## config.mk

```make
export PLATFORM = sky130hd
export DESIGN_NAME = irq_ack_chain
export DESIGN_NICKNAME = d
export VERILOG_FILES = /design/src/rtl/irq_ack_pkg.sv /design/src/rtl/ack_slot_cell.sv /design/src/rtl/ack_priority_chain.sv /design/src/rtl/ack_result_reg.sv /design/src/rtl/irq_ack_chain.sv
export SDC_FILE = /design/constraint.sdc
export NUM_CORES = 1
export LEC_CHECK = 0
export ABC_AREA = 1
export BUFFER_PORTS_ARGS = -buffer_cell sky130_fd_sc_hd__buf_2
export CELL_PAD_IN_SITES_DETAIL_PLACEMENT = 0
export CELL_PAD_IN_SITES_GLOBAL_PLACEMENT = 1
export CORE_ASPECT_RATIO = 1.4
export CORE_MARGIN = 10
export CORE_UTILIZATION = 21
export CTS_CLUSTER_SIZE = 28
export DETAILED_ROUTE_END_ITERATION = 16
export PLACE_DENSITY = 0.76
export REMOVE_ABC_BUFFERS = 1
export SETUP_SLACK_MARGIN = 0.15
export SLEW_MARGIN = 20
export SYNTH_ARGS = -nofsm -noshare
export SYNTH_HDL_FRONTEND = slang
export SYNTH_SLANG_ARGS = --single-unit
export TNS_END_PERCENT = 5
```

## constraint.sdc

```tcl
create_clock -name clk -period 1.2 [get_ports clk]
set_clock_uncertainty 0.2 [all_clocks]
set_input_delay 0.12 -clock clk [delete_from_list [all_inputs] [get_ports clk]]
set_output_delay 0.12 -clock clk [all_outputs]
set_load 0.01 [all_outputs]
```

## src/rtl/irq_ack_pkg.sv

```systemverilog
// Package: shared sizing defaults for the interrupt acknowledge chain.
// Assumes slot 0 is electrically nearest the processor.
package irq_ack_pkg;
    localparam int DEF_SLOTS  = 8;
    localparam int DEF_CODE_W = 6;
    localparam int DEF_DATA_W = 16;
endpackage

```

## src/rtl/ack_slot_cell.sv

```systemverilog
// One link of the priority ripple. A slot claims the token when it holds
// the token, is waiting, and is not disabled. It passes the token on only
// when it does not claim it. Its code is gated onto the shared result
// only when the slot claims the token.
module ack_slot_cell #(
    parameter int CODE_W = 6
) (
    input  logic              pri_in,
    input  logic              wait_req,
    input  logic              dis_flag,
    input  logic [CODE_W-1:0] dev_code,
    output logic              pri_out,
    output logic              grant,
    output logic [CODE_W-1:0] gated_code
);
    logic eligible;

    // Decide the claim and forward the token to the next slot.
    always_comb begin
        eligible   = wait_req & ~dis_flag;
        grant      = pri_in & eligible;
        pri_out    = pri_in & ~eligible;
        gated_code = grant ? dev_code : '0;
    end
endmodule

```

## src/rtl/ack_priority_chain.sv

```systemverilog
// Builds the chain of slot cells in physical order and ORs the gated
// codes together. At most one cell is granted, so the OR forms a clean
// select. Assumes the inputs are stable for the acknowledge cycle.
module ack_priority_chain #(
    parameter int SLOTS  = 8,
    parameter int CODE_W = 6
) (
    input  logic                    clk,
    input  logic                    rst_n,
    input  logic [SLOTS-1:0]        wait_req,
    input  logic [SLOTS-1:0]        dis_flag,
    input  logic [SLOTS*CODE_W-1:0] code_bus,
    output logic [SLOTS-1:0]        grant_vec,
    output logic                    any_hit,
    output logic [CODE_W-1:0]       win_code
);
    logic [SLOTS:0]        token;
    logic [CODE_W-1:0]     gated [SLOTS];
    logic [CODE_W-1:0]     acc   [SLOTS+1];

    assign token[0] = 1'b1;
    assign acc[0]   = '0;

    for (genvar s = 0; s < SLOTS; s++) begin : g_slot
        ack_slot_cell #(.CODE_W(CODE_W)) i_cell (
            .pri_in     (token[s]),
            .wait_req   (wait_req[s]),
            .dis_flag   (dis_flag[s]),
            .dev_code   (code_bus[s*CODE_W +: CODE_W]),
            .pri_out    (token[s+1]),
            .grant      (grant_vec[s]),
            .gated_code (gated[s])
        );
        // Accumulate the gated code of this slot into the running OR.
        always_comb acc[s+1] = acc[s] | gated[s];
    end

    // Expose the final result and whether any slot claimed the token.
    always_comb begin
        win_code = acc[SLOTS];
        any_hit  = ~token[SLOTS];
    end

    assert_one_grant_R7: assert property (@(posedge clk) disable iff (!rst_n)
        $onehot0(grant_vec));
    assert_grant_when_pending_R7: assert property (@(posedge clk) disable iff (!rst_n)
        (|(wait_req & ~dis_flag)) |-> (|grant_vec));
    assert_no_masked_grant_R3: assert property (@(posedge clk) disable iff (!rst_n)
        (grant_vec & dis_flag) == '0);
endmodule

```

## src/rtl/ack_result_reg.sv

```systemverilog
// Holds the acknowledge result word. It loads the zero-extended winning
// code when acknowledge is high and keeps its value otherwise. Assumes
// DATA_W >= CODE_W.
module ack_result_reg #(
    parameter int CODE_W = 6,
    parameter int DATA_W = 16
) (
    input  logic              clk,
    input  logic              rst_n,
    input  logic              ack,
    input  logic              hit,
    input  logic [CODE_W-1:0] code,
    output logic [DATA_W-1:0] data_q
);
    localparam int PAD_W = DATA_W - CODE_W;

    // Capture the result on acknowledge, clear on reset.
    always_ff @(posedge clk) begin
        if (!rst_n)
            data_q <= '0;
        else if (ack)
            data_q <= {{PAD_W{1'b0}}, code};
    end

    assert_hold_without_ack_R5: assert property (@(posedge clk) disable iff (!rst_n)
        !ack |=> $stable(data_q));
    assert_empty_reads_zero_R4: assert property (@(posedge clk) disable iff (!rst_n)
        (ack && !hit) |=> (data_q == '0));
    assert_load_winner_R5: assert property (@(posedge clk) disable iff (!rst_n)
        (ack && hit) |=> (data_q[CODE_W-1:0] == $past(code)));
endmodule

```

## src/rtl/irq_ack_chain.sv

```systemverilog
// Top of the interrupt acknowledge priority chain. It resolves the nearest
// waiting, enabled slot and registers its code for the acknowledge reader.
// Assumes a synchronous active-low reset and strapped device codes.
module irq_ack_chain
    import irq_ack_pkg::*;
#(
    parameter int SLOTS  = DEF_SLOTS,
    parameter int CODE_W = DEF_CODE_W,
    parameter int DATA_W = DEF_DATA_W
) (
    input  logic                    clk,
    input  logic                    rst_n,
    input  logic                    ack_i,
    input  logic [SLOTS-1:0]        wait_i,
    input  logic [SLOTS-1:0]        disable_i,
    input  logic [SLOTS*CODE_W-1:0] code_i,
    output logic [DATA_W-1:0]       data_o
);
    logic [SLOTS-1:0]  grant_vec;
    logic              any_hit;
    logic [CODE_W-1:0] win_code;

    ack_priority_chain #(.SLOTS(SLOTS), .CODE_W(CODE_W)) i_chain (
        .clk       (clk),
        .rst_n     (rst_n),
        .wait_req  (wait_i),
        .dis_flag  (disable_i),
        .code_bus  (code_i),
        .grant_vec (grant_vec),
        .any_hit   (any_hit),
        .win_code  (win_code)
    );

    ack_result_reg #(.CODE_W(CODE_W), .DATA_W(DATA_W)) i_result (
        .clk    (clk),
        .rst_n  (rst_n),
        .ack    (ack_i),
        .hit    (any_hit),
        .code   (win_code),
        .data_q (data_o)
    );

    assert_nearest_wins_R2: assert property (@(posedge clk) disable iff (!rst_n)
        (ack_i && wait_i[0] && !disable_i[0]) |=> (data_o[CODE_W-1:0] == $past(code_i[CODE_W-1:0])));
    assert_upper_zero_R6: assert property (@(posedge clk) disable iff (!rst_n)
        data_o[DATA_W-1:CODE_W] == '0);
    assert_reset_clears_R1: assert property (@(posedge clk)
        !rst_n |=> (data_o == '0));
endmodule

```

==> flow_summary.ini <==
[pwr]
power_density_nw_per_um2 = 638
power_mw = 1.00
peakVddDrop_v = 0.000588
p_leak_nw = 0.909

[detailed_routing]
drcViolationCount = 0
routedWlPerCell_um = 13.0
vias = 1305
firstDrtPassIters = 4
postRouteWirelength_um = 4110
drtIter0Drc = 44
ant_nets = 0
routed_via_density = 4.13

[die]
dieArea_sq_um = 7790
die_x_um = 77.5
coreArea_sq_um = 4500
io_pins = 83
initial_utilization = 0.216
die_y_um = 101
core.rowCount = 29

[hold_path]
hold_path_depth = 5
hp-class = in2reg

[yosys]
ys_seq_area_frac = 0.124
ys_seq_elements = 6
synth_area_leaders = nand3_1, nor2_1, inv_1
yosysMostFrequentCell = nor2_1
yosysUniqueCellTypes = 19
synth_edf_count = 0
yosysTopAreaCell = nand3_1
avgSynthCellArea_sq_um = 5.62
netlist_area_sq_um = 972
netlist_instances = 173
synth_top_area_frac = 0.154
async_flop_share = 0
dominantRegCellSynth = dfxtp_1
yosysWarnings = 0
ys_top_cells_by_count = nor2_1, inv_1, nand3_1, nand2_1, nand4_1

[setup_path]
end_kind = flop
crit_type = in2reg
cp_max_fo = 8
startpoint_type = primary input
arrival_ns = 1.17
cp.required_ns = 1.17
r2r.worst_path.cells = 4

[cells_and_area]
final-seq-area_sq_um = 120
area_delta_synth_final_pct = 61.4
largest_register = i_result.data_q
final_area_sq_um = 1570
antenna_cells = 0
stdcell_count = 316
largest_reg_flops = 6
fill_cells = 551
multi_input_area_sq_um = 704
reg_top3 = i_result.data_q x6
drive_gt1_frac = 0.437
nets = 323

[grt]
grt_pass1_vias = 1397
antenna_found_initial = 0
grt_overflow = 0
grt_pass1_wl_um = 6220
grt_max_degree = 13
grt.total_usage = 0.0989

[cts]
htreeDepth = 1
cts_made_buffers = 3
clock-sinks = 6
cts_hold_buf = 0
cts_root_buf = clkbuf_8
cts_tree = yes
cts_buffer_depth = 2
insertion_delay_ns = 0.22
clk_pin_slew_ns = 0.04

[run_status]
failed_checks = setup timing
status = finished with violations

[timing]
slew_violations = 0
min_period_over_period = 1.00
fin_crit_ns = 1.20
fmax_mhz = 831
setup_ws_ns = -0.00301
hold_viol = 0
setup_viol = 2
rsz0062_at_grt = true

[placed_design]
dp_cells = 309
placed_cell_area_sq_um = 1390
portBuffers = 72
post-place-ws_ns = -0.350
place.gp.congestion = 0.823
dpl.hpwl_um = 3450

[run]
cap_violations = 0
## what timing repair did
item                       in CTS  in global routing
pin swaps                      20                 16
setup buffers                   2                  1
gates resized for setup        21                  8
cloned                          1                  0
setup endpoints to repair       6                  7
hold endpoints to repair        0                  0
## metal layers
metal,vias to the layer above,track usage,wire (um)
li1,697,-,-
met1,553,0.0984,1580
met2,49,0.185,2190
met3,6,0.0348,275
met4,0,0.0338,61
met5,-,0,0
## metrics by stage
stage               TNS [ns]  hold slack, ns   util
floorplan             -0.769           0.125      -
global placement       -1.78           0.269  0.309
detailed placement     -1.93           0.269  0.309
CTS                 -0.00464          0.0351  0.340
global route          -0.358          0.0738  0.349
finish              -0.00375          0.0395  0.349
## logic make-up (layout without fill, tap and decap cells)
family | Yosys count | count (layout) | synth area share
buf+inv | 50 | 121 | 0.250
other cells | 1 | 10 | 0.00386
simple gates | 116 | 117 | 0.623
flops | 6 | 6 | 0.124
## critical path, stage by stage
cell	delay, ns
buf_8	0.11
nand2_8	0.09
nand2_4	0.07
nor2_8	0.16
nand2_4	0.09
nor2_4	0.18
nand4_1	0.13
nand3_2	0.12
nand2_1	0.05
inv_1	0.04
## power breakdown
part / switching (mW) / leakage [nW] / internal, mW
clock network: 0.0949 / 0.0216 / 0.216
registers: 0.00891 / 0.0498 / 0.217
logic: 0.251 / 0.838 / 0.213
total: 0.355 / 0.909 / 0.647
## placed cells by master (no fill, tap or decap), drive strengths merged
| cell type | count |
|---|---|
| buf | 82 |
| nor2 | 44 |
| inv | 36 |
| nand3 | 31 |
| nand2 | 22 |
| nand4 | 19 |
| conb | 10 |
| dfxtp | 6 |
| clkbuf | 3 |
| nor3b | 1 |
## path summary, 6_finish.rpt
check | startpoint | endpoint | slack, ns
worst max-delay path | wait_i[0] | i_result.data_q[5] | -0.003
worst min-delay path | code_i[40] | i_result.data_q[4] | 0.04
worst max register to register | i_result.data_q[2] | i_result.data_q[2] | 0.35
worst min register to register | i_result.data_q[0] | i_result.data_q[0] | 0.35
## layout make-up
cell class	instances	area share
clock buffers	3	0.0263
inverters	36	0.0893
well taps	62	0.0494
multi-input cells	127	0.449
repair buffers	82	0.309
flip-flops and latches	6	0.0766
Power figures use the tool's default switching activity.
